===== src/rtl/sdr_rd_pkg.sv =====
package sdr_rd_pkg;
   typedef enum logic [1:0] {
      CMD_NOP  = 2'd0,
      CMD_READ = 2'd1,
      CMD_BST  = 2'd2,
      CMD_IDLE = 2'd3
   } sdr_cmd_e;

   localparam logic [2:0] BL_FULL = 3'b111;
endpackage


===== src/rtl/sdr_burst_issue.sv =====
module sdr_burst_issue
   import sdr_rd_pkg::*;
#(
   parameter int COL_W = 9
) (
   input  logic             clk,
   input  logic             rst_n,
   input  logic             ce,
   input  logic [1:0]       cmd,
   input  logic [COL_W-1:0] start_col,
   input  logic [2:0]       burst_code,
   input  logic             interleave,
   input  logic             auto_pre,
   output logic             iss_valid,
   output logic [COL_W-1:0] iss_col
);
   logic             active;
   logic [COL_W-1:0] idx, base, mask;
   logic             il_q, ap_q, full_q;

   function automatic logic [COL_W-1:0] len_mask(input logic [2:0] code);
      logic [COL_W-1:0] m;
      case (code)
         3'd1:    m = COL_W'(1);
         3'd2:    m = COL_W'(3);
         3'd3:    m = COL_W'(7);
         BL_FULL: m = '1;
         default: m = '0;
      endcase
      return m;
   endfunction

   always_ff @(posedge clk) begin
      if (!rst_n) begin
         active <= 1'b0;
         idx    <= '0;
         base   <= '0;
         mask   <= '0;
         il_q   <= 1'b0;
         ap_q   <= 1'b0;
         full_q <= 1'b0;
      end else if (ce) begin
         if (cmd == CMD_READ) begin
            active <= 1'b1;
            idx    <= '0;
            base   <= start_col;
            mask   <= len_mask(burst_code);
            il_q   <= interleave && (burst_code != BL_FULL);
            ap_q   <= auto_pre;
            full_q <= (burst_code == BL_FULL);
         end else if (active) begin
            if (cmd == CMD_BST && !ap_q)
               active <= 1'b0;
            else if (!full_q && idx == mask)
               active <= 1'b0;
            else
               idx <= idx + 1'b1;
         end
      end
   end

   always_comb begin
      if (full_q)
         iss_col = base + idx;
      else if (il_q)
         iss_col = (base & ~mask) | ((base ^ idx) & mask);
      else
         iss_col = (base & ~mask) | ((base + idx) & mask);
   end

   assign iss_valid = active;

   // the index never leaves the programmed burst window
   a_r3_idx_in_burst: assert property (@(posedge clk) disable iff (!rst_n)
      (active && !full_q) |-> ((idx & ~mask) == '0));

   // a stop does not end an auto-precharge burst early
   a_r8_ap_blocks_bst: assert property (@(posedge clk) disable iff (!rst_n)
      (ce && cmd == CMD_BST && active && ap_q && (full_q || idx != mask)) |=> active);

   // a full page keeps running without a stop
   a_r6_full_runs: assert property (@(posedge clk) disable iff (!rst_n)
      (ce && cmd == CMD_NOP && active && full_q) |=> active);
endmodule


===== src/rtl/sdr_lat_pipe.sv =====
module sdr_lat_pipe #(
   parameter int W      = 9,
   parameter int MAX_CL = 3,
   parameter int CL_W   = 2
) (
   input  logic            clk,
   input  logic            rst_n,
   input  logic            ce,
   input  logic [CL_W-1:0] cl,
   input  logic            in_valid,
   input  logic [W-1:0]    in_col,
   output logic            out_valid,
   output logic [W-1:0]    out_col
);
   localparam int XTRA = MAX_CL - 2;

   generate
      if (XTRA == 0) begin : g_direct
         assign out_valid = in_valid;
         assign out_col   = in_col;
      end else begin : g_chain
         logic [XTRA-1:0]        v_q;
         logic [XTRA-1:0][W-1:0] c_q;

         always_ff @(posedge clk) begin
            if (!rst_n) begin
               v_q <= '0;
               c_q <= '0;
            end else if (ce) begin
               v_q[0] <= in_valid;
               c_q[0] <= in_col;
               for (int i = 1; i < XTRA; i++) begin
                  v_q[i] <= v_q[i-1];
                  c_q[i] <= c_q[i-1];
               end
            end
         end

         always_comb begin
            out_valid = in_valid;
            out_col   = in_col;
            for (int i = 0; i < XTRA; i++) begin
               if (int'(cl) == i + 3) begin
                  out_valid = v_q[i];
                  out_col   = c_q[i];
               end
            end
         end
      end
   endgenerate
endmodule


===== src/rtl/sdr_col_lookup.sv =====
module sdr_col_lookup #(
   parameter int               COL_W   = 9,
   parameter int               DATA_W  = 16,
   parameter logic [DATA_W-1:0] PATTERN = '0
) (
   input  logic              clk,
   input  logic              rst_n,
   input  logic              ce,
   input  logic              in_valid,
   input  logic [COL_W-1:0]  in_col,
   output logic              out_valid,
   output logic [COL_W-1:0]  out_col,
   output logic [DATA_W-1:0] out_data
);
   always_ff @(posedge clk) begin
      if (!rst_n) begin
         out_valid <= 1'b0;
         out_col   <= '0;
         out_data  <= '0;
      end else if (ce) begin
         out_valid <= in_valid;
         out_col   <= in_col;
         out_data  <= DATA_W'(in_col) ^ PATTERN;
      end
   end
endmodule


===== src/rtl/sdr_read_seq.sv =====
module sdr_read_seq #(
   parameter int                PAGE_COLS    = 512,
   parameter int                DATA_W       = 16,
   parameter int                MAX_CL       = 3,
   parameter logic [DATA_W-1:0] DATA_PATTERN = 16'hA5C3,
   localparam int               COL_W        = $clog2(PAGE_COLS),
   localparam int               CL_W         = $clog2(MAX_CL + 1)
) (
   input  logic              clk,
   input  logic              rst_n,
   input  logic [1:0]        cmd,
   input  logic [COL_W-1:0]  start_col,
   input  logic              cke,
   input  logic [CL_W-1:0]   cas_lat,
   input  logic [2:0]        burst_code,
   input  logic              interleave,
   input  logic              auto_pre,
   output logic              dout_valid,
   output logic [COL_W-1:0]  dout_col,
   output logic [DATA_W-1:0] dout_data
);
   initial begin
      assert (PAGE_COLS == (1 << COL_W) && COL_W >= 3)
         else $error("PAGE_COLS must be a power of two of at least 8");
      assert (MAX_CL >= 2 && DATA_W >= COL_W)
         else $error("MAX_CL below 2 or DATA_W narrower than a column");
   end

   logic             ce_q;
   logic             iss_valid, pipe_valid;
   logic [COL_W-1:0] iss_col, pipe_col;

   always_ff @(posedge clk) begin
      if (!rst_n) ce_q <= 1'b1;
      else        ce_q <= cke;
   end

   sdr_burst_issue #(.COL_W(COL_W)) u_issue (
      .clk(clk), .rst_n(rst_n), .ce(ce_q), .cmd(cmd), .start_col(start_col),
      .burst_code(burst_code), .interleave(interleave), .auto_pre(auto_pre),
      .iss_valid(iss_valid), .iss_col(iss_col)
   );

   sdr_lat_pipe #(.W(COL_W), .MAX_CL(MAX_CL), .CL_W(CL_W)) u_pipe (
      .clk(clk), .rst_n(rst_n), .ce(ce_q), .cl(cas_lat),
      .in_valid(iss_valid), .in_col(iss_col),
      .out_valid(pipe_valid), .out_col(pipe_col)
   );

   sdr_col_lookup #(.COL_W(COL_W), .DATA_W(DATA_W), .PATTERN(DATA_PATTERN)) u_lookup (
      .clk(clk), .rst_n(rst_n), .ce(ce_q),
      .in_valid(pipe_valid), .in_col(pipe_col),
      .out_valid(dout_valid), .out_col(dout_col), .out_data(dout_data)
   );

   // latency setting is always a legal value
   a_r2_cl_legal: assert property (@(posedge clk) disable iff (!rst_n)
      (int'(cas_lat) >= 2 && int'(cas_lat) <= MAX_CL));

   // a suppressed internal edge leaves the outputs untouched
   a_r10_suspend_hold: assert property (@(posedge clk) disable iff (!rst_n)
      !ce_q |=> ($stable(dout_valid) && $stable(dout_col) && $stable(dout_data)));

   // data word tracks the column it belongs to
   a_r12_data_word: assert property (@(posedge clk) disable iff (!rst_n)
      dout_valid |-> ((dout_data ^ DATA_PATTERN) == DATA_W'(dout_col)));
endmodule


===== config.mk =====
export PLATFORM = sky130hd
export DESIGN_NAME = sdr_read_seq
export DESIGN_NICKNAME = d
export VERILOG_FILES = /design/src/rtl/sdr_rd_pkg.sv /design/src/rtl/sdr_burst_issue.sv /design/src/rtl/sdr_lat_pipe.sv /design/src/rtl/sdr_col_lookup.sv /design/src/rtl/sdr_read_seq.sv
export SDC_FILE = /design/constraint.sdc
export NUM_CORES = 1
export LEC_CHECK = 0
export BUFFER_PORTS_ARGS = -buffer_cell sky130_fd_sc_hd__clkbuf_2
export CORE_UTILIZATION = 50
export CTS_CLUSTER_DIAMETER = 200
export DETAILED_ROUTE_END_ITERATION = 16
export PLACE_DENSITY_LB_ADDON = 0.2
export SKIP_LAST_GASP = 1
export SYNTH_ARGS = -nofsm -noshare
export SYNTH_HDL_FRONTEND = slang
export SYNTH_SLANG_ARGS = --single-unit

===== constraint.sdc =====
create_clock -name clk -period 3.8 [get_ports clk]
set_input_delay 0.76 -clock clk [delete_from_list [all_inputs] [get_ports clk]]
set_output_delay 0.76 -clock clk [all_outputs]
set_load 0.02 [all_outputs]

==> flow_summary.toml <==
[grt]
grt_pass1_wl_um = 9360
track_usage_pct = 22.0
first_global_vias = 2059
grt-ovfl-total = 0
antenna_found_initial = 0
grt_max_degree = 32

[finish]
ff_latch_area_um2 = 1040
nFillCells = 501
layout-drive-gt1-share_pct = 16.1
nets = 378
areaGrowthSynthToFinish_pct = 11.4
final_util_pct = 57.7
insertedDiodeCount = 0
multi_input_area_um2 = 1470

[setup_path]
crit_type = "flip-flop to flip-flop"
reg2reg_slack_ns = 1.19
rr_worst_depth = 8
worstSetupStartpointType = "flip-flop"
endpoint_kind = "flip-flop"
r2r_start = "u_issue.idx[0]$_SDFFE_PN0P_"
crit_fanout = 8
cp.arrival_ns = 2.81
rr_endpoint = "u_lookup.out_col[8]$_SDFFE_PN0P_"
cp.required_ns = 4.00

[floorplanning]
core_um2 = 5110
pin_count = 47
start_util_pct = 51.8
dieWidth_um = 74.7
row_count = 26
die_y_um = 74.7
die_area_um2 = 5580

[clock_network]
ctsResizeCount = 0
ctsHoldBuffers = 0
cts_tree = "done"
cts_max_level = 2
numCtsBuffers = 5
postCtsSetupBuffers = 0
cts_sinks = 52
clk_pin_slew_worst_paths_ns = 0.09
cts_root_buffer = "clkbuf_8"
cts.path.max_buffers = 2
worstSkewPairLatency_ns = 0.30

[detailed_routing]
wirelength_um = 5640
route.detailed.drc = 0
vias_per_cell = 5.42
vias = 2266
first_iter_violations = 110
routedWlPerCell_um = 13.5
antenna_left = 0
drt_first_pass_iters = 4

[sta]
period_needed_ns = 2.61
finalSetupViolations = 0
slew_headroom_pct = 33.4
fmax_ghz = 0.384
whs_ns = 0.462
hold_violations = 0
rsz0062_at_grt = "no"
drv_slew = 0
fin_skew_ns = 0.00893
worst_slew_pin_slew_ns = 0.998
post-route-period-util_pct = 68.6
tns_ns = 0

[placement]
place.gp.congestion = 0.875
port_buffers = 42
dp_hpwl_um = 4090

[synthesis]
netlist_area_um2 = 2650
synthDistinctLibCells = 50
async_reset_ff_share_pct = 0
synth_edf_count = 0
avgSynthCellArea_um2 = 8.32
synth_ff_type = "dfxtp_1"
ys_ff_latch = 52
synth-seq-area-share_pct = 39.4
synthCells = 318
yosysWarnings = 0

[pwr]
powerDensity_nw_per_um2 = 376
irDropWorstVdd_mv = 0.163
p_leak_uw = 0.00132

[run_status]
status = "finished clean"

[hold_path]
whs_path_depth = 2
hp-class = "flip-flop to flip-flop"
min_from = "u_lookup.out_col[0]$_SDFFE_PN0P_"
hold-path-endpoint = "u_lookup.out_col[0]$_SDFFE_PN0P_"

[flow_run]
max-cap-violations = 0
==> cells in the mapped netlist, types with 4 or more instances <==
library cell,instances,share of area [%]
o21ai_0,16,3.0
nand3_1,8,1.5
nand4_1,7,1.7
and3_1,4,0.95
nand2_1,42,6.0
o21a_1,5,1.4
nor3_1,4,0.76
nor2b_1,5,1.2
buf_4,10,2.8
xor2_1,12,4.0
a21oi_1,26,4.9
dfxtp_1,52,39
ha_1,9,4.3
nand2b_1,6,1.4
a211oi_1,7,2.0
clkbuf_1,12,1.7
nor2_1,34,4.8
mux2i_1,9,3.4
==> worst max-delay path: stages (launching register included) <==
cell	delay, ns
dfxtp_1	0.39
ha_1	0.25
fa_1	0.42
a211o_1	0.32
a221o_1	0.34
a2bb2oi_1	0.17
a21oi_2	0.19
mux2i_1	0.12
o31a_1	0.30
==> per-layer routing <==
layer / GRT usage [%] / routed length, um / vias to the layer above
met1: 28.8 / 2850 / 1038
met4: 7.76 / 103 / 0
li1: - / - / 1170
met5: 0 / 0 / -
met3: 2.81 / 173 / 9
met2: 37.2 / 2520 / 49
==> metrics by stage <==
stage,cells,area (um2),power [uW],setup WS (ns)
detailed placement,410,2840,746,1.22
global placement,410,2840,743,1.25
finish,418,2950,1110,1.19
global route,418,2950,1160,1.06
CTS,418,2950,1120,1.19
floorplan,321,2660,707,1.34
==> flip-flops by register name (all words and copies together) (netlist names) <==
signal and flops:
u_issue.iss_valid 1, u_pipe.g_chain.c_q 9, ce_q 1, u_pipe.g_chain.v_q 1, u_lookup.out_valid 1, u_lookup.out_data 6
u_lookup.out_col 9, u_issue.ap_q 1, u_issue.mask 4, u_issue.il_q 1, u_issue.base 9, u_issue.idx 9
==> placed cells by master (no fill, tap or decap), drive strengths merged, types with 3 or more instances in the layout <==
cell     n
or3      3
conb     4
ha       9
o21ai   16
inv      3
and3     4
xnor2    3
dfxtp   52
nand3    8
nor3     4
clkbuf  47
xor2    12
a31oi    3
nor2    34
nor2b    5
a211oi   7
a21oi   28
nand2b   6
mux2i    9
nand4    7
o21a     5
nand2   42
==> cells by family after synthesis <==
logic type                 synth area share [%]
AOI/OAI and AO/OA                          19.9
and+or+nand+nor                            21.0
adders and majority gates                  5.01
xor gates and xnor gates                   4.97
DFF                                        39.4
muxes                                      4.26
other                                     0.142
buffers and inverters                      5.44
==> worst max-delay path by stage <==
stage,start,endpoint,cells after the start
floorplan,u_issue.idx[0]$_SDFFE_PN0P_,u_lookup.out_col[8]$_SDFFE_PN0P_,8
CTS,u_issue.idx[0]$_SDFFE_PN0P_,u_lookup.out_col[8]$_SDFFE_PN0P_,8
detailed placement,u_issue.idx[0]$_SDFFE_PN0P_,u_lookup.out_col[8]$_SDFFE_PN0P_,8
global route,u_issue.idx[0]$_SDFFE_PN0P_,u_lookup.out_col[8]$_SDFFE_PN0P_,8
global placement,u_issue.idx[0]$_SDFFE_PN0P_,u_lookup.out_col[8]$_SDFFE_PN0P_,8
finish,u_issue.idx[0]$_SDFFE_PN0P_,u_lookup.out_col[8]$_SDFFE_PN0P_,8
==> power breakdown <==
group | internal [uW] | total, uW | switching [uW] | leakage, uW
clock | 195 | 375 | 180 | 0.0000541
sequential | 569 | 590 | 21.1 | 0.000425
combinational | 54.3 | 143 | 89.1 | 0.000837
==> area by class of cell <==
cell class,instances,share of cell area (%)
clock buffers,5,2.33
clock inverters,3,1.44
inverters,3,0.382
multi-input cells,241,49.9
flip-flops and latches,52,35.3
well taps,70,2.97
repair buffers,44,7.64
No activity file was read; power rests on OpenSTA's default activity.
